**src/rtl/quad_dac_pkg.sv**
```systemverilog
package quad_dac_pkg;
  localparam int unsigned CODE_W = 12;
  localparam int unsigned N_CH   = 4;

  function automatic logic [CODE_W-1:0] mid_code();
    logic [CODE_W-1:0] m;
    m = '0;
    m[CODE_W-1] = 1'b1;
    return m;
  endfunction
endpackage

```
**src/rtl/dac_bus_front.sv**
```systemverilog
module dac_bus_front #(
  parameter int unsigned W = 12,
  parameter int unsigned N = 4
) (
  input  logic         wr_n,
  input  logic         ld_n,
  input  logic [N-1:0] en_n,
  input  logic         twos_mode,
  input  logic [W-1:0] bus,
  output logic         wr_act,
  output logic         ld_all,
  output logic [N-1:0] sel,
  output logic [W-1:0] word
);
  // Write strobe qualifies every transfer
  always_comb begin
    wr_act = ~wr_n;
    ld_all = ~wr_n & ~ld_n;
    sel    = ~en_n & {N{~wr_n}};
    word   = bus;
    if (twos_mode) word[W-1] = ~bus[W-1];
  end
endmodule

```
**src/rtl/dac_channel.sv**
```systemverilog
module dac_channel #(
  parameter int unsigned W = 12,
  parameter logic [W-1:0] MID = '0
) (
  input  logic         clk,
  input  logic         rst_n,
  input  logic         clr_n,
  input  logic         wr_act,
  input  logic         ld_all,
  input  logic         sel,
  input  logic [W-1:0] word,
  output logic [W-1:0] code
);
  logic [W-1:0] in_q;
  logic [W-1:0] conv_q;

  // First stage: the clear leaves it untouched but blocks loading
  always_ff @(posedge clk) begin
    if (!rst_n)             in_q <= '0;
    else if (clr_n && sel)  in_q <= word;
  end

  // Second stage: asynchronous clear to mid-scale
  always_ff @(posedge clk or negedge clr_n) begin
    if (!clr_n)       conv_q <= MID;
    else if (!rst_n)  conv_q <= MID;
    else if (ld_all)  conv_q <= sel ? word : in_q;
  end

  assign code = conv_q;

  assert_idle_hold_R1: assert property (@(posedge clk) disable iff (!rst_n || !clr_n)
    !wr_act |=> ($stable(conv_q) && $stable(in_q)));

  assert_input_load_R2: assert property (@(posedge clk) disable iff (!rst_n || !clr_n)
    sel |=> (in_q == $past(word)));

  assert_load_copy_R3: assert property (@(posedge clk) disable iff (!rst_n || !clr_n)
    (ld_all && !sel) |=> (conv_q == $past(in_q)));

  assert_clear_mid_R6: assert property (@(posedge clk)
    !clr_n |-> (conv_q == MID));

  assert_clear_keeps_input_R6: assert property (@(posedge clk) disable iff (!rst_n)
    !clr_n |=> $stable(in_q));

  assert_hold_until_load_R7: assert property (@(posedge clk) disable iff (!rst_n || !clr_n)
    !ld_all |=> $stable(conv_q));
endmodule

```
**src/rtl/quad_dac_bus_if.sv**
```systemverilog
module quad_dac_bus_if
  import quad_dac_pkg::*;
#(
  parameter int unsigned W = CODE_W,
  parameter int unsigned N = N_CH
) (
  input  logic           clk,
  input  logic           rst_n,
  input  logic           clr_n,
  input  logic           wr_n,
  input  logic [N-1:0]   en_n,
  input  logic           ld_n,
  input  logic           twos_mode,
  input  logic [W-1:0]   data_in,
  output logic [N*W-1:0] code_out
);
  localparam logic [W-1:0] MID = W'(1) << (W-1);

  logic         wr_act;
  logic         ld_all;
  logic [N-1:0] sel;
  logic [W-1:0] word;

  dac_bus_front #(.W(W), .N(N)) u_front (
    .wr_n(wr_n), .ld_n(ld_n), .en_n(en_n), .twos_mode(twos_mode),
    .bus(data_in), .wr_act(wr_act), .ld_all(ld_all), .sel(sel), .word(word)
  );

  for (genvar k = 0; k < N; k++) begin : g_ch
    dac_channel #(.W(W), .MID(MID)) u_ch (
      .clk(clk), .rst_n(rst_n), .clr_n(clr_n),
      .wr_act(wr_act), .ld_all(ld_all), .sel(sel[k]), .word(word),
      .code(code_out[k*W +: W])
    );
  end

  // the stored top bit follows the mode pin
  assert_msb_map_R8: assert property (@(posedge clk)
    (word[W-1] == (data_in[W-1] ^ twos_mode)) && (word[W-2:0] == data_in[W-2:0]));
endmodule

```
**config.mk**
```make
export PLATFORM = sky130hd
export DESIGN_NAME = quad_dac_bus_if
export DESIGN_NICKNAME = d
export VERILOG_FILES = /design/src/rtl/quad_dac_pkg.sv /design/src/rtl/dac_bus_front.sv /design/src/rtl/dac_channel.sv /design/src/rtl/quad_dac_bus_if.sv
export SDC_FILE = /design/constraint.sdc
export NUM_CORES = 1
export LEC_CHECK = 0
export ABC_AREA = 1
export BUFFER_PORTS_ARGS = -buffer_cell sky130_fd_sc_hd__buf_2
export CORE_MARGIN = 4
export CORE_UTILIZATION = 60
export CTS_CLUSTER_SIZE = 25
export DETAILED_ROUTE_END_ITERATION = 12
export GPL_TIMING_DRIVEN = 0
export HOLD_SLACK_MARGIN = 0.05
export PLACE_DENSITY_LB_ADDON = 0.05
export SLEW_MARGIN = 20
export SYNTH_ARGS = -nofsm -noshare
export SYNTH_HDL_FRONTEND = slang
export SYNTH_SLANG_ARGS = --single-unit
```
**constraint.sdc**
```tcl
create_clock -name clk -period 2 [get_ports clk]
set_clock_uncertainty 0.15 [all_clocks]
set_input_delay 0.2 -clock clk [delete_from_list [all_inputs] [get_ports clk]]
set_output_delay 0.2 -clock clk [all_outputs]
set_load 0.02 [all_outputs]
```
After elaboration in Yosys (flattened, before gate mapping)

Cells that the tools add are included.

Equal/unequal tests: 1
Multiplexer cells: 13
Bitwise gates (word level): 6
Reduce and logical (&&, ||, !) cells: 4

Operator list:

| kind               | number |
|---|---|
| $mux 12            | 12 |
| $and 4x4->4        | 1 |
| $logic_and 1x1->1  | 4 |
| $not 4->4          | 1 |
| $not 1->1          | 3 |
| $ne 2x1->1 const B | 1 |
| $and 1x1->1        | 1 |
| $mux 1             | 1 |

Register bits: 96
Bits of input ports: 22
Logic and storage cells: 32

Longest topological paths before layout

Depth in word-level cells: 5
Depth in mapped cells: 6

Cells and area by module

Synthesis repeated with hierarchy kept, for this count alone.

Cells, all modules: 610
Area total of the unflattened synthesis: 4758.3 um^2

Modules (own cells, without submodules):

| module        | times used | cells an instance | area each (um^2) |
|---|---|---|---|
| dac_channel   | 4          | 147               | 1158.6 |
| dac_bus_front | 1          | 22                | 123.9 |

Worst setup path before layout

OpenSTA, ideal clock, no wires.

Path kind: input -> register
Start point: input rst_n
End point: register g_ch[0].u_ch.in_q[0]
Setup time: 117 ps
Arrival: 834 ps
Required time: 1733 ps
Setup slack: 898 ps
Stages on the path: 5
Path through: buf_2 inv_1 buf_2 buf_2 nor2_1

RTL lines:

| item                   | line                 | text |
|---|---|---|
| start: declaration     | quad_dac_bus_if.sv:8 | `input logic rst_n,` |
| end signal: assignment | dac_channel.sv:20    | `else if (clr_n && sel) in_q <= word;` |
| end: declaration       | dac_channel.sv:14    | `logic [W-1:0] in_q;` |

No word-level cell between the ends.

Worst setup path after layout

Start point: input clr_n
End point: register g_ch[1].u_ch.in_q[6]

Longest elaborated chain between the ends: 1

Ends and longest elaborated chain:

| item                   | line                 | text |
|---|---|---|
| start: declaration     | quad_dac_bus_if.sv:9 | `input logic clr_n,` |
| $logic_and 1x1->1      | dac_channel.sv:20    |  |
| end signal: assignment | dac_channel.sv:20    |  |
| end: declaration       | dac_channel.sv:14    |  |

No other way between the ends.
A chain may end at the register's enable or synchronous reset.

==> flow_summary_export.csv <==
group,metric,value,unit
outcome,status,"finished, final reports clean",
place,port_buffers,69,
routing,wl_per_cell,15.4,um
critical_path,path_class,"input pin to register",
grt,grt_pass1_vias,4163,
routing,first_pass_iters,5,
clocking,htreeDepth,3,
routing,wl,12400,um
place,hpwlAfterDp,8410,um
pwr,p_leak,3.05,nW
sta,max_slew_margin,0.658,
place,placed_cell_area,4840,um2
clocking,cts_setup_buffers,0,
synthesis,yosys.area.top_type,"dfrtp_1",
sta,min_period,1730,ps
synthesis,synth_edf_count,0,
synthesis,synth_common_cells,"nand2_1 (196), nand3_1 (92), inv_1 (71)",
synthesis,synth_nets,631,
finish,final_cell_area,5210,um2
routing,drc,0,
grt,antenna_found_initial,0,
grt,grt_max_degree,53,
die,initial_core_util,0.630,
clocking,clockBufferDepth,2,
synthesis,yosysWarnings,0,
die,die_w,93.4,um
critical_path,r2r_end,"g_ch[3].u_ch.code[11]$_DFFE_PN1P_",
finish,area_delta_synth_final,19.0,%
sta,finalSetupViolations,0,
sta,tightest_slew,513,ps
clocking,clkSinkCount,96,
synthesis,async_reset_ff_frac,0.500,
critical_path,cp_max_fo,52,
sta,rsz0062_at_grt,"no",
place,dpl_worst_slack,315,ps
clocking,path_clk_slew,100,ps
finish,nets,724,
synthesis,synthCells,609,
routing,vias,4318,
synthesis,synth_area_leaders,"dfrtp_1 (25%), dfxtp_1 (22%), nand2_1 (17%), nand3_1 (11%), inv_1 (6.1%)",
synthesis,avgSynthCellArea,7.18,um2
grt,grt_pass1_wl,20100,um
synthesis,syn_area,4380,um2
routing,drt_iter0_markers,399,
die,die_h,93.4,um
min_path,whs_path_depth,4,
clocking,cts_tree,"built",
critical_path,cp-start-kind,"input pin",
min_path,hold_path_class,"input pin to register",
finish,diodes,0,
sta,period_share,0.867,
synthesis,ys_seq_area_frac,0.495,
sta,final_max_slew_viol_count,0,
routing,postRouteAntennaNets,0,
die,core.rowCount,30,
clocking,clk_latency,360,ps
synthesis,yosysUniqueCellTypes,18,
sta,setup_ws,266,ps
sta,timing.fmax,577,MHz
critical_path,critPathRequiredTime,2110,ps
synthesis,synth_top_cell_area_share,0.252,
critical_path,arrival,1840,ps
finish,drive_gt1_frac,0.182,
finish,final_cells,803,
critical_path,rr_worst_depth,2,
grt,grt_util_all_layers,0.299,
critical_path,rrSetupSlack,1060,ps
place,placedCellCount,774,
finish,final_util,0.750,
finish,n_fill_cell,568,
critical_path,end_kind,"register",
die,ioPinCount,70,
min_path,whs_endpoint,"g_ch[0].u_ch.code[11]$_DFFE_PN1P_",
min_path,min_from,"twos_mode",
pwr,ir_worst_vdd,0.000463,V
routing,viasPerCell,5.38,
critical_path,r2r_start,"g_ch[3].u_ch.code[11]$_DFFE_PN1P_",
synthesis,synthFlopType,"dfxtp_1",
die,coreArea,6940,um2
place,gp_congestion,0.868,
grt,grt_overflow,0,
clocking,clockRootBuffer,"clkbuf_8",
synthesis,yosys_register_bits,96,
die,dieArea,8720,um2
job,maxCapViolations,0,
pwr,power_density,788,nW/um2
synthesis,synth.most_common_cell,"nand2_1",
clocking,cts_inserted_buffers,9,
sta,hold_violations,0,
-- worst max-delay path by stage --
| stage | startpoint | end |
|---|---|---|
| detailed placement | clr_n | g_ch[2].u_ch.in_q[9]$_SDFFE_PN0P_ |
| finish | clr_n | g_ch[1].u_ch.in_q[6]$_SDFFE_PN0P_ |
| floorplan | rst_n | g_ch[0].u_ch.in_q[0]$_SDFFE_PN0P_ |
| global route | clr_n | g_ch[1].u_ch.in_q[0]$_SDFFE_PN0P_ |
| CTS | clr_n | g_ch[1].u_ch.in_q[6]$_SDFFE_PN0P_ |
| global placement | clr_n | g_ch[1].u_ch.in_q[2]$_SDFFE_PN0P_ |
-- routing by layer --
layer  GRT usage  part of all wire  vias to the layer above
li1            -                 -                     2071
met1       0.393              0.41                     2006
met2       0.471              0.47                      185
met3      0.0515             0.082                       56
met4       0.162             0.045                        0
met5           0                 0                        -
-- final cells by class --
type / instances / area (um2) / area share
clock buffers: 10 / 138 / 0.0264
plain buffers: 34 / 206 / 0.0397
well taps: 96 / 120 / 0.0231
repair buffers: 82 / 482 / 0.0925
flip-flops and latches: 96 / 2170 / 0.416
inverters: 73 / 274 / 0.0526
multi-input cells: 406 / 1730 / 0.332
clock inverters: 6 / 91.3 / 0.0175
-- cells by family (layout without fill, tap and decap cells) --
kind of cell / count (synthesis) / in the layout / share of synthesized area
buffers and inverters: 107 / 205 / 0.110
AO/OA/AOI/OAI: 48 / 48 / 0.0549
AND/OR/NAND/NOR: 358 / 358 / 0.340
flip-flops: 96 / 96 / 0.495
-- critical path: stages --
cell and delay [ps]:
dlygate4sd3_1 560, buf_6 420, nand2_2 190, buf_4 210
o21ai_1 160, nor2_1 70
-- repair_timing --
action | CTS | global route
hold buffers | 13 | 0
hold endpoints to repair | 63 | 0
resized for setup | 0 | 1
setup endpoints to repair | 0 | 8
-- report_power, final --
| part | switching, mW | internal, mW |
|---|---|---|
| Sequential | 0.0332 | 2.02 |
| Clock | 0.698 | 0.745 |
| Combinational | 0.413 | 0.191 |
-- placed cells by master, fill, tap and decap left out, types with 2 or more instances in the layout --
| cell | netlist | final |
|---|---|---|
| buf_4 | 10 | 10 |
| inv_2 | 2 | 2 |
| dlygate4sd3_1 | 0 | 13 |
| dfrtp_1 | 44 | 44 |
| buf_6 | 3 | 4 |
| dfxtp_1 | 48 | 48 |
| nand2_2 | 5 | 5 |
| clkbuf_8 | 0 | 10 |
| clkbuf_1 | 6 | 6 |
| buf_2 | 15 | 83 |
| clkinv_4 | 0 | 2 |
| o21ai_0 | 4 | 4 |
| nor2_1 | 60 | 60 |
| o21ai_1 | 40 | 40 |
| nor2_2 | 4 | 4 |
| dfstp_2 | 4 | 4 |
| nand3_1 | 92 | 92 |
| inv_1 | 71 | 71 |
| nand2_1 | 196 | 196 |
| a21oi_1 | 4 | 4 |
| bufinv_16 | 0 | 2 |
-- flip-flops by register name, indices dropped and copies added (netlist names) --
name and count:
g_ch.u_ch.in_q 48, g_ch.u_ch.code 48
-- per-stage QoR --
stage / total power [mW] / TNS [ps] / hold slack (ps)
3_5_place_dp: 2.66 / 0 / 131
2_1_floorplan: 2.46 / 0 / -246
3_3_place_gp: 2.64 / -1610 / 336
4_1_cts: 4.09 / 0 / 54.2
6_report: 4.10 / 0 / 50.9
5_1_grt: 4.27 / 0 / 63.5
Note: power is estimated with default switching activity, not from simulation.
